--- config.mk ---
export PLATFORM = sky130hd
export DESIGN_NAME = kin_change_irq
export DESIGN_NICKNAME = d
export VERILOG_FILES = /design/src/rtl/kin_change_irq.sv
export SDC_FILE = /design/constraint.sdc
export NUM_CORES = 1
export LEC_CHECK = 0
export BUFFER_PORTS_ARGS = -buffer_cell sky130_fd_sc_hd__buf_2
export CAP_MARGIN = 10
export CORE_MARGIN = 1
export CORE_UTILIZATION = 56
export CTS_CLUSTER_SIZE = 25
export DETAILED_ROUTE_END_ITERATION = 8
export GPL_TIMING_DRIVEN = 0
export PLACE_DENSITY_LB_ADDON = 0.15
export SLEW_MARGIN = 40
export SYNTH_ARGS = -nofsm -noshare
export SYNTH_HDL_FRONTEND = slang
export SYNTH_SLANG_ARGS = --single-unit
--- constraint.sdc ---
create_clock -name clk -period 1.3 [get_ports clk]
set_input_delay 0.065 -clock clk [delete_from_list [all_inputs] [get_ports clk]]
set_output_delay 0.065 -clock clk [all_outputs]
set_load 0.01 [all_outputs]
--- src/rtl/kin_change_irq.sv ---
module kin_change_irq #(
  parameter int GROUPS = 2,
  parameter int WIDTH  = 4,
  localparam int GW    = (GROUPS > 1) ? $clog2(GROUPS) : 1,
  localparam int AW    = GW + 2
) (
  input  logic                    clk,
  input  logic                    rst_n,
  input  logic [GROUPS*WIDTH-1:0] pins_i,
  input  logic [AW-1:0]           bus_addr,
  input  logic                    bus_wr,
  input  logic [WIDTH-1:0]        bus_wdata,
  output logic [WIDTH-1:0]        bus_rdata,
  output logic [GROUPS-1:0]       irq_o
);

  logic [WIDTH-1:0] en_q  [GROUPS];
  logic [WIDTH-1:0] cmp_q [GROUPS];
  logic [WIDTH-1:0] sync_q[GROUPS];
  logic [GROUPS-1:0] flag_q;

  for (genvar g = 0; g < GROUPS; g++) begin : grp
    logic [WIDTH-1:0] meta_q, prev_q;
    logic             hit, wsel, clr;

    wire [WIDTH-1:0] pins = pins_i[g*WIDTH +: WIDTH];
    assign wsel = bus_wr && (bus_addr[AW-1:2] == GW'(g));
    assign clr  = wsel && (bus_addr[1:0] == 2'd3) && bus_wdata[0];
    assign hit  = |(en_q[g] & (sync_q[g] ^ cmp_q[g]) & (sync_q[g] ^ prev_q));

    always_ff @(posedge clk or negedge rst_n) begin
      if (!rst_n) begin
        meta_q    <= '1;
        sync_q[g] <= '1;
        prev_q    <= '1;
        en_q[g]   <= '0;
        cmp_q[g]  <= '1;
        flag_q[g] <= 1'b0;
      end else begin
        meta_q    <= pins;
        sync_q[g] <= meta_q;
        prev_q    <= sync_q[g];
        if (wsel && bus_addr[1:0] == 2'd0) en_q[g]  <= bus_wdata;
        if (wsel && bus_addr[1:0] == 2'd2) cmp_q[g] <= bus_wdata;
        flag_q[g] <= hit | (flag_q[g] & ~clr);
      end
    end

    a_r7_flag_hold: assert property (@(posedge clk) disable iff (!rst_n)
      (flag_q[g] && !clr) |=> flag_q[g]);
    a_r6_masked_quiet: assert property (@(posedge clk) disable iff (!rst_n)
      (!flag_q[g] && en_q[g] == '0) |=> !flag_q[g]);
    a_r7_clear_drops: assert property (@(posedge clk) disable iff (!rst_n)
      (clr && sync_q[g] == prev_q) |=> !flag_q[g]);
    a_r8_no_set_without_change: assert property (@(posedge clk) disable iff (!rst_n)
      (!flag_q[g] && sync_q[g] == prev_q) |=> !flag_q[g]);
  end

  always_comb begin
    bus_rdata = '0;
    for (int g = 0; g < GROUPS; g++) begin
      if (bus_addr[AW-1:2] == GW'(g)) begin
        case (bus_addr[1:0])
          2'd0:    bus_rdata = en_q[g];
          2'd1:    bus_rdata = sync_q[g];
          2'd2:    bus_rdata = cmp_q[g];
          default: bus_rdata = {{(WIDTH-1){1'b0}}, flag_q[g]};
        endcase
      end
    end
  end

  assign irq_o = flag_q;

endmodule

==> impl_metrics.env, run 1 <==
export IMPL_coreArea_um2=3030
export IMPL_grt_use_met3_pct=6.59
export IMPL_vias=1204
export IMPL_power_total_mw=2.92
export IMPL_worstSetupEndpointType="output port"
export IMPL_synth_flop_cell="dfstp_2"
export IMPL_ios=24
export IMPL_switchingPower_mw=0.725
export IMPL_clockRootBuffer="clkbuf_4"
export IMPL_max_stage_delay_ns=0.48
export IMPL_drt_iter0_drc=30
export IMPL_worst_pin_slew_ns=0.493
export IMPL_synth_xor_area_share_pct=0
export IMPL_dp_cells=202
export IMPL_grt_max_degree=43
export IMPL_cp_max_fo=2
export IMPL_clock_skew_ns=0.00733
export IMPL_ant_nets=0
export IMPL_worstSetupPathType="reg -> out"
export IMPL_via_per_inst=5.23
export IMPL_slowest_stage="mux4_2"
export IMPL_synth_compound_area_share_pct=8.50
export IMPL_cts_buffer_depth=2
export IMPL_muxShareOfSynthArea_pct=14.3
export IMPL_synth_simple_area_share_pct=14.2
export IMPL_post_route_drc_count=0
export IMPL_die_w_um=58.4
export IMPL_ys_warn_count=0
export IMPL_post_place_ws_ns=0.0193
export IMPL_synth_top_area_share_pct=47.2
export IMPL_status="finished with violations"
export IMPL_grt_use_met1_pct=27.3
export IMPL_synth_top_family_by_area="multiplexers"
export IMPL_p_per_area_nw_per_um2=1320
export IMPL_synth_cell_types=24
export IMPL_nNetsFinal=203
export IMPL_die_area_um2=3410
export IMPL_initial_utilization_pct=58.8
export IMPL_p_int_mw=2.20
export IMPL_synth_largest_area_cell="dfstp_2"
export IMPL_max_freq_ghz=0.640
export IMPL_comb_power_share_pct=17.5
export IMPL_ys_ff_latch=42
export IMPL_reg2regPathDepth=5
export IMPL_maxCapViolCount=0
export IMPL_min_period_ns=1.56
export IMPL_multi_input_area_um2=662
export IMPL_netlist_area_um2=1780
export IMPL_num_rows=20
export IMPL_port_buffers=22
export IMPL_grt_pass1_wl_um=5380
export IMPL_clkSinkCount=42
export IMPL_synth_nets=154
export IMPL_syn_inst=136
export IMPL_regToRegSetupSlack_ns=0.10
export IMPL_syn2layout_area_growth_pct=24.2
export IMPL_gp_congestion=0.758
export IMPL_synth_top_cells_by_area="dfstp_2, dfrtp_1, mux2_2"
export IMPL_dp_hpwl_um=2180
export IMPL_cts_inserted_buffers=5
export IMPL_overflow=0
export IMPL_p_seq_share_pct=56.4
export IMPL_stdcell_count=230
export IMPL_track_usage_pct=21.9
export IMPL_ir_drop_v=0.00102
export IMPL_hold_depth=4
export IMPL_leakage_nw=0.928
export IMPL_crit_arrival_ns=1.50
export IMPL_fillCellCount=207
export IMPL_p_sw_share_pct=24.8
export IMPL_clk_pin_slew_worst_paths_ns=0.11
export IMPL_min_period_over_period_pct=120
export IMPL_timing_rr_end="irq_o[0]$_DFF_PN0_"
export IMPL_drv_slew=0
export IMPL_clkPwrFrac_pct=26.0
export IMPL_required_ns=1.24
export IMPL_cts_tree="built"
export IMPL_met2_usage_pct=35.8
export IMPL_dr_pass1_iters=4
export IMPL_grt_pass1_vias=1237
export IMPL_antenna_cells=0
export IMPL_violations="negative setup slack"
export IMPL_hold_viol_final=0
export IMPL_rr_startpoint="cmp_q[5]$_DFFE_PN1P_"
export IMPL_crit_chain="mux4_2 > nand2_2 > nand2_1 > buf_2"
export IMPL_hold_class="in -> reg"
export IMPL_avgSynthCellArea_um2=13.1
export IMPL_hold_start="bus_wr"
export IMPL_setup_viol=4
export IMPL_start_kind="flip-flop"
export IMPL_final_seq_area_um2=1090
export IMPL_rsz0062_at_grt="yes"
export IMPL_yosysSeqAreaShare_pct=61.2
export IMPL_routed_wl_um=3200
export IMPL_worstHoldEndpoint="irq_o[1]$_DFF_PN0_"
export IMPL_synth_async_reset_ratio_pct=100
export IMPL_synth_fa_ha_area_share_pct=0
export IMPL_relSlewSlack_pct=67.1
export IMPL_grt_antenna_before_repair=0
export IMPL_drive_gt1_share_pct=51.6
export IMPL_clk_latency_ns=0.35
export IMPL_synth_edff_count=0
export IMPL_routedWlPerCell_um=13.9
export IMPL_dieHeight_um=58.4
export IMPL_busiest_layer="met2"
export IMPL_fin_ws_ns=-0.262
export IMPL_cts_htree_levels=2
==> placed cells by master, fill, tap and decap left out, drive strengths merged <==
| cell | count |
|---|---|
| inv | 1 |
| mux2i | 3 |
| and4bb | 1 |
| and3b | 2 |
| o21ai | 16 |
| o22ai | 3 |
| mux4 | 2 |
| nand2 | 9 |
| nand4 | 2 |
| nor4b | 2 |
| nand3 | 1 |
| nor3b | 2 |
| a21oi | 6 |
| nand3b | 3 |
| buf | 34 |
| nand4b | 1 |
| a22oi | 3 |
| mux2 | 16 |
| dlygate4sd3 | 13 |
| nor2b | 1 |
| dfstp | 32 |
| dfrtp | 10 |
| nor2 | 9 |
| nand2b | 6 |
| clkbuf | 8 |
==> critical path, delay by kind of cell, from the launching register on <==
kind,cells,cell delay (ns)
mux,1,0.48
flops,1,0.41
simple gates,2,0.13
buf+inv,1,0.13
==> Yosys cell counts (3+ instances only) <==
cell      number
dfstp_2       32
mux2_2        16
o21ai_0       16
dfrtp_1       10
nand2_1        9
nor2_1         9
a21oi_1        6
nand2b_1       6
buf_2          4
a22oi_1        3
mux2i_1        3
nand3b_1       3
o22ai_1        3
==> power groups by stage <==
stage	sequential (mW)	combinational (mW)	clock, mW
CTS	1.65	0.508	0.784
detailed placement	1.68	0.427	0
floorplan	1.65	0.294	0
finish	1.65	0.513	0.761
global placement	1.67	0.412	0
global route	1.67	0.571	0.834
==> final cells by class <==
| cell class | count | share of cell area [%] |
|---|---|---|
| tap | 44 | 2.49 |
| buffer | 5 | 1.24 |
| sequential | 42 | 49.3 |
| multi-input combinational | 88 | 29.9 |
| clock buffer | 8 | 3.56 |
| inverter | 1 | 0.170 |
| timing repair buffer | 42 | 13.3 |
==> routing by layer <==
metal / wire (µm) / share of wire, % / vias up
li1: - / - / 583
met1: 1460 / 46 / 591
met2: 1560 / 49 / 25
met3: 110 / 3.4 / 5
met4: 65 / 2.0 / 0
met5: 0 / 0 / -
==> worst max path at each step <==
| stage | startpoint | to | slack [ns] | cells after the start |
|---|---|---|---|---|
| CTS | irq_o[1]$_DFF_PN0_ | bus_rdata[0] | -0.28 | 4 |
| global placement | bus_addr[0] | en_q[4]$_DFFE_PN0P_ | 0.04 | 4 |
| finish | irq_o[1]$_DFF_PN0_ | bus_rdata[0] | -0.26 | 4 |
| floorplan | sync_q[2]$_DFF_PN1_ | irq_o[1]$_DFF_PN0_ | 0.22 | 4 |
| global route | en_q[0]$_DFFE_PN0P_ | bus_rdata[0] | -0.33 | 4 |
| detailed placement | bus_addr[0] | en_q[5]$_DFFE_PN0P_ | 0.02 | 4 |
==> what timing repair did <==
item	in CTS	in global routing
setup buffers	5	2
endpoints found under the setup margin	4	4
endpoints found under the hold margin	24	0
hold buffers	13	0
pin swaps	2	1
gates resized for setup	1	8
==> cells by family after synthesis <==
family | after synthesis
mux | 21
buf+inv | 6
compound gates | 28
flops | 42
simple gates | 39
==> sequential cells by signal, indices dropped and copies added, names as in the netlist <==
register / flops
cmp_q: 8
en_q: 8
grp.meta_q: 8
grp.prev_q: 8
sync_q: 8
irq_o: 2
==> per-stage QoR <==
stage | hold WS (ns) | utilization [%] | setup TNS, ns | area, µm²
after floorplan | -0.231 | - | 0 | 1780
after detailed placement | 0.0646 | 64.4 | 0 | 1950
final | 0.128 | 73.1 | -0.858 | 2210
after CTS | 0.114 | 72.6 | -1.01 | 2200
after global routing | 0.124 | 73.1 | -1.24 | 2210
after global placement | 0.169 | 64.3 | 0 | 1950
Note: power is estimated with default switching activity, not from simulation.
==> run 2, diff against run 1 <==
--- a/config.mk
+++ b/config.mk
@@ -12,8 +12,8 @@
 export CTS_CLUSTER_SIZE = 25
 export DETAILED_ROUTE_END_ITERATION = 8
 export GPL_TIMING_DRIVEN = 0
-export PLACE_DENSITY_LB_ADDON = 0.15
-export SLEW_MARGIN = 40
+export PLACE_DENSITY_LB_ADDON = 0.12
+export SLEW_MARGIN = 20
 export SYNTH_ARGS = -nofsm -noshare
 export SYNTH_HDL_FRONTEND = slang
 export SYNTH_SLANG_ARGS = --single-unit
==> run 2 against run 1 <==
Compared with the run above:
- the flow still finishes with violations (negative setup slack)
- count of clock-buffer cells in the layout decreased by 1
- routed wire length increased by 0.16%
- clock power decreased by 14%
- critical path type unchanged
==> impl_metrics.env, run 2 (same netlist as run 1, synthesis figures left out) <==
export IMPL_worstHoldEndpoint="en_q[0]$_DFFE_PN0P_"
export IMPL_final_cell_mix="dfstp_2, buf_2, mux2_2"
export IMPL_worstSetupPathType="reg -> out"
export IMPL_vias=1241
export IMPL_grt_max_degree=43
export IMPL_p_int_mw=2.10
export IMPL_clk_latency_ns=0.33
export IMPL_port_buffers=22
export IMPL_hold_slack_ns=0.0132
export IMPL_p_seq_share_pct=57.9
export IMPL_crit_arrival_ns=1.44
export IMPL_die_w_um=58.4
export IMPL_worst_pin_slew_ns=0.874
export IMPL_initial_utilization_pct=58.8
export IMPL_routedWlPerCell_um=13.9
export IMPL_clock_skew_ns=0.00786
export IMPL_ios=24
export IMPL_die_area_um2=3410
export IMPL_switchingPower_mw=0.735
export IMPL_setup_viol=4
export IMPL_comb_power_share_pct=19.0
export IMPL_cts_htree_levels=2
export IMPL_p_per_area_nw_per_um2=1290
export IMPL_hold_class="in -> reg"
export IMPL_start_kind="flip-flop"
export IMPL_post_route_util_pct=72.9
export IMPL_antenna_cells=0
export IMPL_nNetsFinal=204
export IMPL_coreArea_um2=3030
export IMPL_cts_buffer_depth=2
export IMPL_required_ns=1.24
export IMPL_num_rows=20
export IMPL_fin_ws_ns=-0.209
export IMPL_clkSinkCount=42
export IMPL_timing_rr_end="irq_o[1]$_DFF_PN0_"
export IMPL_syn2layout_area_growth_pct=23.8
export IMPL_hold_viol_final=0
export IMPL_leakage_nw=0.925
export IMPL_gp_congestion=0.783
export IMPL_clkPwrFrac_pct=23.1
export IMPL_cp_max_fo=3
export IMPL_dp_cells=202
export IMPL_max_freq_ghz=0.663
export IMPL_post_route_drc_count=0
export IMPL_maxCapViolCount=0
export IMPL_hold_depth=2
export IMPL_ant_nets=0
export IMPL_max_stage_delay_ns=0.47
export IMPL_crit_chain="mux4_2 > nand2_1 > nand2_1 > buf_2"
export IMPL_rr_startpoint="sync_q[2]$_DFF_PN1_"
export IMPL_track_usage_pct=21.5
export IMPL_overflow=0
export IMPL_stdcell_count=231
export IMPL_status="finished with violations"
export IMPL_dp_hpwl_um=2180
export IMPL_grt_antenna_before_repair=0
export IMPL_worstSetupEndpointType="output port"
export IMPL_regToRegSetupSlack_ns=0.07
export IMPL_hold_start="bus_wdata[0]"
export IMPL_grt_pass1_vias=1229
export IMPL_grt_pass1_wl_um=5370
export IMPL_drive_gt1_share_pct=52.4
export IMPL_reg2regPathDepth=5
export IMPL_drv_slew=0
export IMPL_ir_drop_v=0.000885
export IMPL_drt_iter0_drc=48
export IMPL_min_period_over_period_pct=116
export IMPL_cts_inserted_buffers=5
export IMPL_clockRootBuffer="clkbuf_4"
export IMPL_p_sw_share_pct=25.9
export IMPL_min_period_ns=1.51
export IMPL_routed_wl_um=3210
export IMPL_slowest_stage="mux4_2"
export IMPL_clk_pin_slew_worst_paths_ns=0.12
export IMPL_relSlewSlack_pct=41.7
export IMPL_violations="negative setup slack"
export IMPL_rsz0062_at_grt="yes"
export IMPL_mostFrequentLayoutCell="dfstp_2"
export IMPL_via_per_inst=5.37
export IMPL_cts_tree="built"
export IMPL_dr_pass1_iters=4
export IMPL_crit_top_cell="nand2_1"
export IMPL_dieHeight_um=58.4
[run 2: per-layer routing]
| metal | vias up | GRT usage [%] | part of all wire [%] |
|---|---|---|---|
| li1 | 586 | - | - |
| met1 | 610 | 27.4 | 45 |
| met2 | 39 | 34.8 | 48 |
| met3 | 6 | 5.71 | 5.4 |
| met4 | 0 | 9.52 | 1.7 |
| met5 | - | 0 | 0 |
[run 2: how the worst max path moves through the flow]
stage                                   start             endpoint  slack, ns
after CTS                  irq_o[0]$_DFF_PN0_         bus_rdata[0]      -0.24
after global placement            bus_addr[0]  en_q[4]$_DFFE_PN0P_       0.02
after detailed placement          bus_addr[0]  en_q[4]$_DFFE_PN0P_     -0.007
after floorplan           sync_q[2]$_DFF_PN1_   irq_o[1]$_DFF_PN0_       0.22
after global routing      sync_q[3]$_DFF_PN1_         bus_rdata[3]      -0.28
final                      irq_o[0]$_DFF_PN0_         bus_rdata[0]      -0.21
[run 2: power groups by stage]
stage               Combinational, mW  Sequential, mW  Clock, mW
floorplan                       0.294            1.65          0
global placement                0.410            1.67          0
detailed placement              0.426            1.68          0
CTS                             0.529            1.64      0.667
global route                    0.597            1.67      0.722
finish                          0.539            1.64      0.656
[run 2: repair_timing]
| action | CTS | global route |
|---|---|---|
| endpoints found under the hold margin | 26 | 0 |
| cloned | 0 | 0 |
| setup endpoints to repair | 4 | 6 |
| gates resized for setup | 7 | 4 |
| setup buffers | 9 | 0 |
| pin swaps | 5 | 5 |
| hold buffers | 12 | 0 |
[run 2: final cells by class]
| class | instances | area [µm²] |
|---|---|---|
| buffer | 5 | 27.5 |
| clock buffer | 7 | 55.1 |
| clock inverter | 1 | 5.00 |
| fill | 221 | 822 |
| inverter | 1 | 3.75 |
| multi-input combinational | 88 | 671 |
| sequential | 42 | 1090 |
| tap | 44 | 55.1 |
| timing repair buffer | 43 | 298 |
[run 2: critical path, delay by kind of cell, from the launching register on]
family | cells | cell delay [ns]
flops | 1 | 0.40
buf+inv | 1 | 0.13
simple gates | 2 | 0.11
mux | 1 | 0.47
[run 2: through the flow]
step	TNS (ns)	total power [mW]	setup slack, ns	cell area, µm²
final	-0.682	2.84	-0.209	2210
after global routing	-1.02	2.98	-0.279	2210
after CTS	-0.713	2.84	-0.240	2190
after detailed placement	-0.00834	2.11	-0.00687	1950
after global placement	0	2.08	0.0211	1950
after floorplan	0	1.94	0.220	1780
==> run 3, diff against run 2 <==
==> constraint.sdc (replaced) <==
create_clock -name clk -period 1.3 [get_ports clk]
set_input_delay 0.26 -clock clk [delete_from_list [all_inputs] [get_ports clk]]
set_output_delay 0.26 -clock clk [all_outputs]
set_load 0.01 [all_outputs]
==> run 3 against run 2 <==
Compared with the run above:
- the flow still finishes with violations (negative setup slack)
- combinational power fell by 0.9%
- clock power fell by 0.9%
- via count fell by 0.81%
- critical endpoint unchanged
- largest cell class unchanged
- largest power group unchanged
==> impl_metrics.env, run 3 (same netlist as run 1, synthesis figures left out) <==
export IMPL_worstSetupEndpointType="output port"
export IMPL_num_rows=20
export IMPL_p_sw_share_pct=25.5
export IMPL_fin_ws_ns=-0.412
export IMPL_vias=1231
export IMPL_required_ns=1.04
export IMPL_dp_hpwl_um=2100
export IMPL_clk_pin_slew_worst_paths_ns=0.11
export IMPL_p_per_area_nw_per_um2=1290
export IMPL_rsz0062_at_grt="yes"
export IMPL_routed_wl_um=3270
export IMPL_violations="negative setup slack"
export IMPL_hold_class="in -> async"
export IMPL_fillCellCount=233
export IMPL_die_w_um=58.4
export IMPL_via_per_inst=5.40
export IMPL_cts_tree="built"
export IMPL_grt_antenna_before_repair=0
export IMPL_maxCapViolCount=0
export IMPL_drt_iter0_drc=42
export IMPL_dp_cells=202
export IMPL_p_seq_share_pct=58.1
export IMPL_antenna_cells=0
export IMPL_grt_pass1_wl_um=5330
export IMPL_ios=24
export IMPL_clockRootBuffer="clkbuf_4"
export IMPL_setup_viol=4
export IMPL_switchingPower_mw=0.722
export IMPL_drv_slew=0
export IMPL_regToRegSetupSlack_ns=0.08
export IMPL_status="finished with violations"
export IMPL_clk_latency_ns=0.34
export IMPL_clock_skew_ns=0.00270
export IMPL_comb_power_share_pct=18.9
export IMPL_p_int_mw=2.10
export IMPL_die_area_um2=3410
export IMPL_multi_input_area_um2=672
export IMPL_start_kind="flip-flop"
export IMPL_hold_viol_final=0
export IMPL_nNetsFinal=201
export IMPL_max_freq_ghz=0.584
export IMPL_min_period_ns=1.71
export IMPL_initial_utilization_pct=58.8
export IMPL_track_usage_pct=21.8
export IMPL_ant_nets=0
export IMPL_drive_gt1_share_pct=53.8
export IMPL_post_route_util_pct=72.4
export IMPL_cts_buffer_depth=2
export IMPL_relSlewSlack_pct=42.2
export IMPL_clkSinkCount=42
export IMPL_coreArea_um2=3030
export IMPL_syn2layout_area_growth_pct=23.1
export IMPL_clkPwrFrac_pct=23.0
export IMPL_min_period_over_period_pct=132
export IMPL_grt_pass1_vias=1178
export IMPL_worstSetupPathType="reg -> out"
export IMPL_final_seq_area_um2=1090
export IMPL_ir_drop_v=0.00106
export IMPL_grt_max_degree=43
export IMPL_final_cell_mix="dfstp_2, buf_2, mux2_2"
export IMPL_mostFrequentLayoutCell="dfstp_2"
export IMPL_port_buffers=22
export IMPL_crit_arrival_ns=1.45
export IMPL_stdcell_count=228
export IMPL_worst_pin_slew_ns=0.867
export IMPL_overflow=0
export IMPL_routedWlPerCell_um=14.4
export IMPL_gp_congestion=0.801
export IMPL_leakage_nw=0.924
export IMPL_dieHeight_um=58.4
export IMPL_dr_pass1_iters=4
export IMPL_cp_max_fo=3
export IMPL_cts_inserted_buffers=5
export IMPL_post_route_drc_count=0
export IMPL_cts_htree_levels=2
run 3: changes by cell type in the layout (fill, tap and decap cells not counted):
cell,before,now
dlygate4sd3_1,12,8
buf_2,26,23
buf_6,0,3
buf_4,10,11
nand2b_1,6,5
nand2b_4,0,1
o21ai_0,7,6
o21ai_1,9,10
o22ai_1,2,3
o22ai_2,1,0
run 3: path summary, 6_finish.rpt:
check / from / end / depth (start not counted)
worst max-delay path: irq_o[0]$_DFF_PN0_ / bus_rdata[0] / 4
max in group asynchronous: rst_n / irq_o[1]$_DFF_PN0_ / 1
worst max register to register: sync_q[1]$_DFF_PN1_ / irq_o[1]$_DFF_PN0_ / 4
worst min-delay path: rst_n / en_q[4]$_DFFE_PN0P_ / 1
min in group clk: bus_wdata[1] / en_q[5]$_DFFE_PN0P_ / 2
worst min register to register: grp[1].meta_q[0]$_DFF_PN1_ / sync_q[0]$_DFF_PN1_ / 0
run 3: routing by layer:
metal / track usage, % / wire length, µm / vias up
met5: 0 / 0 / -
li1: - / - / 579
met2: 34.8 / 1580 / 33
met4: 9.18 / 48 / 0
met3: 6.59 / 166 / 5
met1: 27.9 / 1470 / 614
run 3: metrics by stage:
stage	TNS (ns)	hold WS (ns)	setup WS (ns)	total power [mW]	area, µm²
finish	-1.56	0.0224	-0.412	2.83	2190
CTS	-1.60	0.0367	-0.435	2.82	2140
floorplan	0	-0.0356	0.0134	1.94	1790
global route	-1.96	0.0572	-0.509	2.99	2190
global placement	-1.98	0.345	-0.269	2.08	1960
detailed placement	-2.38	0.347	-0.277	2.10	1960
run 3: repair_timing:
| item | CTS | global route |
|---|---|---|
| setup buffers | 6 | 5 |
| hold buffers | 8 | 0 |
| setup endpoints to repair | 4 | 6 |
| hold endpoints to repair | 8 | 0 |
| pin swaps | 4 | 6 |
| resized for setup | 7 | 7 |
run 3: cell type report:
| cell class | count | area share (%) |
|---|---|---|
| multi-input combinational | 88 | 30.6 |
| timing repair buffer | 40 | 12.5 |
| inverter | 1 | 0.171 |
| clock buffer | 7 | 2.51 |
| clock inverter | 1 | 0.228 |
| buffer | 5 | 1.65 |
| tap | 44 | 2.51 |
| sequential | 42 | 49.7 |
run 3: critical path, cell delays in order (launching register included):
cell and delay [ns]:
dfrtp_1 0.40, mux4_2 0.47, nand2_1 0.07, nand2_1 0.04, buf_2 0.13
run 3: power by group through the flow:
| stage | logic (mW) | registers, mW | clock network (mW) |
|---|---|---|---|
| floorplan | 0.297 | 1.65 | 0 |
| global placement | 0.414 | 1.67 | 0 |
| detailed placement | 0.426 | 1.68 | 0 |
| CTS | 0.499 | 1.64 | 0.680 |
| global route | 0.590 | 1.67 | 0.733 |
| finish | 0.534 | 1.64 | 0.650 |
